===== config.mk =====
export PLATFORM = sky130hd
export DESIGN_NAME = ssc_rx_count_capture
export DESIGN_NICKNAME = d
export VERILOG_FILES = /design/src/rtl/ssc_pkg.sv /design/src/rtl/ssc_edge_detect.sv /design/src/rtl/ssc_arm_ctrl.sv /design/src/rtl/ssc_count_hold.sv /design/src/rtl/ssc_rx_count_capture.sv
export SDC_FILE = /design/constraint.sdc
export NUM_CORES = 1
export LEC_CHECK = 0
export BUFFER_PORTS_ARGS = -buffer_cell sky130_fd_sc_hd__buf_4
export CAP_MARGIN = 20
export CORE_ASPECT_RATIO = 0.8
export CORE_UTILIZATION = 46
export CTS_CLUSTER_DIAMETER = 30
export DETAILED_ROUTE_END_ITERATION = 6
export PLACE_DENSITY = 0.86
export SYNTH_ARGS = -nofsm -noshare
export SYNTH_HDL_FRONTEND = slang
export SYNTH_SLANG_ARGS = --single-unit

===== constraint.sdc =====
create_clock -name clk -period 3.45 [get_ports clk]
set_input_delay 0.69 -clock clk [delete_from_list [all_inputs] [get_ports clk]]
set_output_delay 0.69 -clock clk [all_outputs]
set_load 0.005 [all_outputs]

===== src/rtl/ssc_pkg.sv =====
package ssc_pkg;
  typedef struct packed {
    logic extra;
    logic from_b;
    logic from_a;
  } cap_status_t;

  localparam cap_status_t STATUS_NONE = '{extra: 1'b0, from_b: 1'b0, from_a: 1'b0};
endpackage


===== src/rtl/ssc_edge_detect.sv =====
module ssc_edge_detect (
  input  logic clk,
  input  logic rst_n,
  input  logic sel_n_sync,
  output logic release_pulse
);
  logic prev_q;

  // the previous value resets to the released level
  always_ff @(posedge clk or negedge rst_n) begin
    if (!rst_n) prev_q <= 1'b1;
    else        prev_q <= sel_n_sync;
  end

  assign release_pulse = sel_n_sync & ~prev_q;

  // two releases can never fall in back-to-back cycles
  assert_no_double_release_R10: assert property (@(posedge clk) disable iff (!rst_n)
    release_pulse |=> !release_pulse);
endmodule


===== src/rtl/ssc_arm_ctrl.sv =====
module ssc_arm_ctrl
  import ssc_pkg::*;
(
  input  logic        clk,
  input  logic        rst_n,
  input  logic        release_pulse,
  input  logic        active_buf,
  input  logic        load_a,
  input  logic        load_b,
  input  logic        stat_clr,
  output logic        capture,
  output cap_status_t status
);
  logic        armed_q, armed_d, armed_mid;
  cap_status_t stat_q, stat_d, stat_mid;
  logic        load_any;

  assign load_any = load_a | load_b;

  // Loads and clears act first; the edge then sees the result
  always_comb begin
    armed_mid = armed_q;
    stat_mid  = stat_q;
    if (load_any) begin
      armed_mid = 1'b1;
      stat_mid  = STATUS_NONE;
    end
    if (stat_clr) stat_mid = STATUS_NONE;

    capture = release_pulse & armed_mid;
    armed_d = armed_mid;
    stat_d  = stat_mid;
    if (capture) begin
      armed_d       = 1'b0;
      stat_d        = STATUS_NONE;
      stat_d.from_a = ~active_buf;
      stat_d.from_b = active_buf;
    end else if (release_pulse && (stat_mid.from_a || stat_mid.from_b)) begin
      stat_d.extra = 1'b1;
    end
  end

  always_ff @(posedge clk or negedge rst_n) begin
    if (!rst_n) begin
      armed_q <= 1'b0;
      stat_q  <= STATUS_NONE;
    end else begin
      armed_q <= armed_d;
      stat_q  <= stat_d;
    end
  end

  assign status = stat_q;

  assert_source_onehot_R3: assert property (@(posedge clk) disable iff (!rst_n)
    $onehot0({status.from_b, status.from_a}));
  assert_extra_needs_save_R5: assert property (@(posedge clk) disable iff (!rst_n)
    status.extra |-> (status.from_a | status.from_b));
  assert_load_clears_R7: assert property (@(posedge clk) disable iff (!rst_n)
    (load_any && !release_pulse) |=> (status == STATUS_NONE));
  assert_clear_wins_R8: assert property (@(posedge clk) disable iff (!rst_n)
    (stat_clr && !load_any && !release_pulse) |=> (status == STATUS_NONE));
  assert_load_then_edge_R9: assert property (@(posedge clk) disable iff (!rst_n)
    (load_any && release_pulse) |=> ($onehot({status.from_b, status.from_a}) && !status.extra));
endmodule


===== src/rtl/ssc_count_hold.sv =====
module ssc_count_hold #(
  parameter int CNT_W = 16
) (
  input  logic             clk,
  input  logic             rst_n,
  input  logic             capture,
  input  logic             active_buf,
  input  logic [CNT_W-1:0] count_a,
  input  logic [CNT_W-1:0] count_b,
  output logic [CNT_W-1:0] saved_count
);
  logic [CNT_W-1:0] picked;

  assign picked = active_buf ? count_b : count_a;

  always_ff @(posedge clk or negedge rst_n) begin
    if (!rst_n)       saved_count <= '0;
    else if (capture) saved_count <= picked;
  end

  // without a capture strobe the stored count holds
  assert_hold_without_capture_R4: assert property (@(posedge clk) disable iff (!rst_n)
    !capture |=> $stable(saved_count));
endmodule


===== src/rtl/ssc_rx_count_capture.sv =====
module ssc_rx_count_capture
  import ssc_pkg::*;
#(
  parameter int CNT_W = 16
) (
  input  logic             clk,
  input  logic             rst_n,
  input  logic             sel_n_sync,
  input  logic             active_buf,
  input  logic [CNT_W-1:0] count_a,
  input  logic [CNT_W-1:0] count_b,
  input  logic             load_a,
  input  logic             load_b,
  input  logic             stat_clr,
  output logic [CNT_W-1:0] saved_count,
  output logic [2:0]       cap_status
);
  logic        release_pulse;
  logic        capture;
  cap_status_t status;

  ssc_edge_detect i_edge (
    .clk           (clk),
    .rst_n         (rst_n),
    .sel_n_sync    (sel_n_sync),
    .release_pulse (release_pulse)
  );

  ssc_arm_ctrl i_ctrl (
    .clk           (clk),
    .rst_n         (rst_n),
    .release_pulse (release_pulse),
    .active_buf    (active_buf),
    .load_a        (load_a),
    .load_b        (load_b),
    .stat_clr      (stat_clr),
    .capture       (capture),
    .status        (status)
  );

  ssc_count_hold #(.CNT_W(CNT_W)) i_hold (
    .clk         (clk),
    .rst_n       (rst_n),
    .capture     (capture),
    .active_buf  (active_buf),
    .count_a     (count_a),
    .count_b     (count_b),
    .saved_count (saved_count)
  );

  assign cap_status = status;

  // the stored count moves only after a select release
  assert_change_needs_release_R2: assert property (@(posedge clk) disable iff (!rst_n)
    !$past(release_pulse) |-> $stable(saved_count));
endmodule


* Word-level counts from Yosys, hierarchy flattened
Index checks and enable logic that the tools add are counted.
** Storage, ports and cells
- Input port bits :: 39
- Bits in registers :: 21
** Operators by class
- Mux-type cells :: 8
- Reductions and logical operators :: 3
- Bitwise operators :: 5
** Operators by type and width (number)
- 16-bit 2-to-1 mux :: 1
- 3-bit 2-to-1 mux :: 2
- 1-bit 2-to-1 mux :: 4
- 4-bit nonzero test :: 1
- 1-bit bitwise AND :: 2
- 2-bit 2-to-1 mux :: 1
- 1-bit NOT :: 2
- 1-bit logical AND :: 1
- 1-bit logical OR :: 1
- 1-bit bitwise OR :: 1

* Longest topological paths before layout
- Word-level depth :: 7
- Mapped depth :: 5

* Hierarchy
From an unflattened synthesis, not the netlist that was laid out.
** Unflattened totals
- Cells, all modules :: 85
- Area total of the unflattened synthesis :: 970.9 sq um
** Modules (own cells, without submodules)
- ssc_count_hold :: instances 1, sequential area each 400.4 sq um, cells each 69, area each 745.7 sq um
- ssc_arm_ctrl :: instances 1, sequential area each 100.1 sq um, cells each 14, area each 185.2 sq um
- ssc_edge_detect :: instances 1, sequential area each 26.3 sq um, cells each 2, area each 40.0 sq um

* Worst setup path after synthesis
No wires, ideal clock.
- Path type :: in2reg
- From :: input sel_n_sync
- To :: register i_hold.saved_count[10]
- Path slack :: 1734 ps
- Buffers on the path :: 2
- Arrival :: 1590 ps
- Data required time :: 3325 ps
- Setup time :: 125 ps
- Stages :: 5
- Cells stage by stage :: nor2b_2 nor2b_1 buf_6 buf_6 mux2_4
** Between the ends
- Longest elaborated chain between the ends :: 2
** Ends and longest elaborated chain
- start: declaration :: RTL line ssc_rx_count_capture.sv:8 : input logic sel_n_sync,
- 1-bit bitwise AND :: RTL line ssc_edge_detect.sv:15 : assign release_pulse = sel_n_sync & ~prev_q;
- 1-bit bitwise AND :: RTL line ssc_arm_ctrl.sv:30 : capture = release_pulse & armed_mid;
- end signal: assignment :: RTL line ssc_count_hold.sv:18 : else if (capture) saved_count <= picked;
- end: declaration :: RTL line ssc_count_hold.sv:10 : output logic [CNT_W-1:0] saved_count
Every way passes these cells.
A chain may end at the register's enable or synchronous reset.

* Final worst setup path
- From :: input sel_n_sync
- To :: register i_hold.saved_count[6]
The elaborated chain is that of the path after synthesis.

==> impl_results.md <==
- Final Slew Violations: 0
- Synth Area in Simple Gates: 5.25%
- Mux cell area share after synthesis: 39.1%
- Total power: 0.000605 W
- Skew-Pair Late Insertion Delay: 0.32 ns
- Total I/O pin count: 58
- Area added between synthesis and finish: 42.8%
- DRT Pass-1 Iters: 6
- Measured slew at the worst slew-check pin: 0.329 ns
- Sequence of cells on the critical path: buf_4 -> nor2b_2 -> nor2b_2 -> buf_4 -> mux2_2
- VDD IR max: 0.000312 V
- Seq/Total Area, Yosys: 50.2%
- Pleak: 0.734 nW
- First-pass GRT wire length: 3.51 mm
- CTS tree: yes
- Cts bufs inserted: 3
- Htree depth: 1
- Final net count: 168
- Worst Setup Start Kind: input pin
- Initial antenna violation count: 0
- Vias in the first global route: 778
- Endpoints failing hold: 0
- Largest family of logic cells by synthesized area: multiplexers
- Hold Crit Class: in -> async
- Crit Path Category: in -> reg
- Synthesized flop and latch total: 21
- WL/cell: 14.0 um
- Synthesized area: 1050 sq um
- # rows: 15
- Status: completed
- Worst-path fanout max: 14
- Via density: 5.06
- Share of layout cells above drive strength 1: 77.3%
- Adder-cell share of the synthesized area: 0%
- R2R depth: 4
- GRT overflow: 0
- Clock root buffer master: clkbuf_4
- Max incr delay on CP: 0.36 ns
- Clock Path Buffers: 2
- Largest net degree at the start of global routing: 22
- Antenna viol nets, final: 0
- Fmax: 567 MHz
- Synth cell types: 17
- Gate Count Post-Synth: 70
- Initial core utilization: 48.6%
- N_diodes: 0
- Setup Skew: 0.0135 ns
- Synth Net Count: 109
- Die X: 55.4 um
- Slowest cell on the critical path: mux2_2
- Dpl hpwl: 1.69 mm
- Syn avg cell area: 15.0 sq um
- Post-synthesis compound-gate area fraction: 0.477%
- RR Endpoint: i_hold.saved_count[6]
- Slew Limit Headroom: 78.0%
- Die ar.: 2480 sq um
- Clk sinks: 21
- DR iter-0 viols: 6
- Data required, critical path: 3.65 ns
- Max-Cap Viols: 0
- Tcrit/Tclk final: 51.1%
- XOR/XNOR Fraction of Synth Area: 0%
- TNS Setup: 0 ns
- Hold buffer count at CTS: 0
- Worst-path clk slew: 0.13 ns
- PD cells: 404 nW/um^2
- Critical Path AT: 1.97 ns
- Post-cts resize count: 0
- Die H: 44.7 um
- Final min period: 1.76 ns
- Kind of capture point of the worst setup path: register
- Via total after detailed routing: 774
- RSZ-0062 raised after global routing: false
- Finish-stage setup viols: 0
- Routability cong.: 0.734
- Core outline area: 2160 sq um
- R2R Setup Slk: 1.78 ns
- I/O Buffers: 57
- Worst r2r src: i_edge.prev_q
- GRT Total Usage: 18.7%
- Synth warn: 0
- DRC Markers: 0
- Routed WL: 2.15 mm
- Setup Buffers After CTS: 0
==> worst max path at each step <==
stage,from,to,slack [ns],depth (start not counted)
2_1_floorplan,sel_n_sync,i_hold.saved_count[10],1.73,5
3_3_place_gp,sel_n_sync,i_hold.saved_count[6],1.43,5
3_5_place_dp,sel_n_sync,i_hold.saved_count[6],1.35,5
4_1_cts,sel_n_sync,i_hold.saved_count[6],1.68,5
5_1_grt,sel_n_sync,i_hold.saved_count[6],1.62,5
6_report,sel_n_sync,i_hold.saved_count[6],1.69,5
==> cells in the mapped netlist <==
| cell type | count | area share (%) |
|---|---|---|
| mux2_2 | 24 | 26 |
| inv_1 | 1 | 0.36 |
| dfstp_2 | 1 | 2.5 |
| a21oi_1 | 1 | 0.48 |
| clkbuf_8 | 1 | 1.3 |
| buf_6 | 3 | 3.2 |
| nand2_1 | 2 | 0.72 |
| nor2b_2 | 1 | 0.84 |
| mux2i_1 | 2 | 1.9 |
| mux2_4 | 8 | 11 |
| nor3_2 | 1 | 0.95 |
| or2_2 | 1 | 0.60 |
| nor3b_1 | 1 | 0.72 |
| nor2b_1 | 1 | 0.60 |
| nor2_1 | 1 | 0.36 |
| dfrtp_1 | 20 | 48 |
| nor3_1 | 1 | 0.48 |
==> worst max-delay path, delay by kind of cell <==
kind,cells,cell delay (ns)
buffers and inverters,2,0.40
multiplexers,1,0.36
AND/OR/NAND/NOR,2,0.51
==> through the flow <==
stage / hold WS (ns) / setup WS (ns) / instance area (sq um) / utilization (%) / cells
final: 0.229 / 1.69 / 1500 / 69.4 / 153
after global routing: 0.228 / 1.62 / 1500 / 69.4 / 153
after CTS: 0.229 / 1.68 / 1500 / 69.4 / 153
after detailed placement: 0.496 / 1.35 / 1470 / 68.1 / 149
after global placement: 0.494 / 1.43 / 1470 / 68.1 / 149
after floorplan: 0.394 / 1.73 / 1050 / - / 70
==> registers in the layout (all words and copies together) (netlist names) <==
name and count:
i_hold.saved_count 16, i_ctrl.status 3, i_edge.prev_q 1, i_ctrl.armed_q 1
==> area by class of cell <==
| class | count | area (sq um) |
|---|---|---|
| Fill cell | 170 | 661 |
| Inverter | 1 | 3.75 |
| Multi-Input combinational cell | 44 | 473 |
| Clock inverter | 1 | 5.00 |
| Clock buffer | 3 | 22.5 |
| Tap cell | 25 | 31.3 |
| Timing Repair Buffer | 58 | 435 |
| Sequential cell | 21 | 527 |
==> layout by cell type, fill, tap and decap left out, types with 2 or more instances in the layout <==
master	synthesis	layout
clkbuf_4	0	3
dfrtp_1	20	20
mux2_2	24	24
mux2_4	8	8
nand2_1	2	2
nor2b_2	1	2
mux2i_1	2	2
buf_4	0	58
==> layer usage <==
layer  vias to the layer above  part of all wire, %  global-route usage (%)
li1                        363                    -                       -
met3                         2                  7.7                    6.59
met4                         0                 0.98                    6.00
met5                         -                    0                       0
met2                        33                   50                    32.3
met1                       376                   42                    22.4
==> logic make-up after synthesis <==
kind of cell / count (synthesis)
multiplexers: 34
flip-flops: 21
AND/OR/NAND/NOR: 9
buffers and inverters: 5
AO/OA/AOI/OAI: 1
==> where the power goes <==
group	switching (W)	internal [W]
combinational	0.0000524	0.000125
clock	0.0000779	0.0000434
sequential	0.0000215	0.000285
Power figures use the tool's default switching activity.
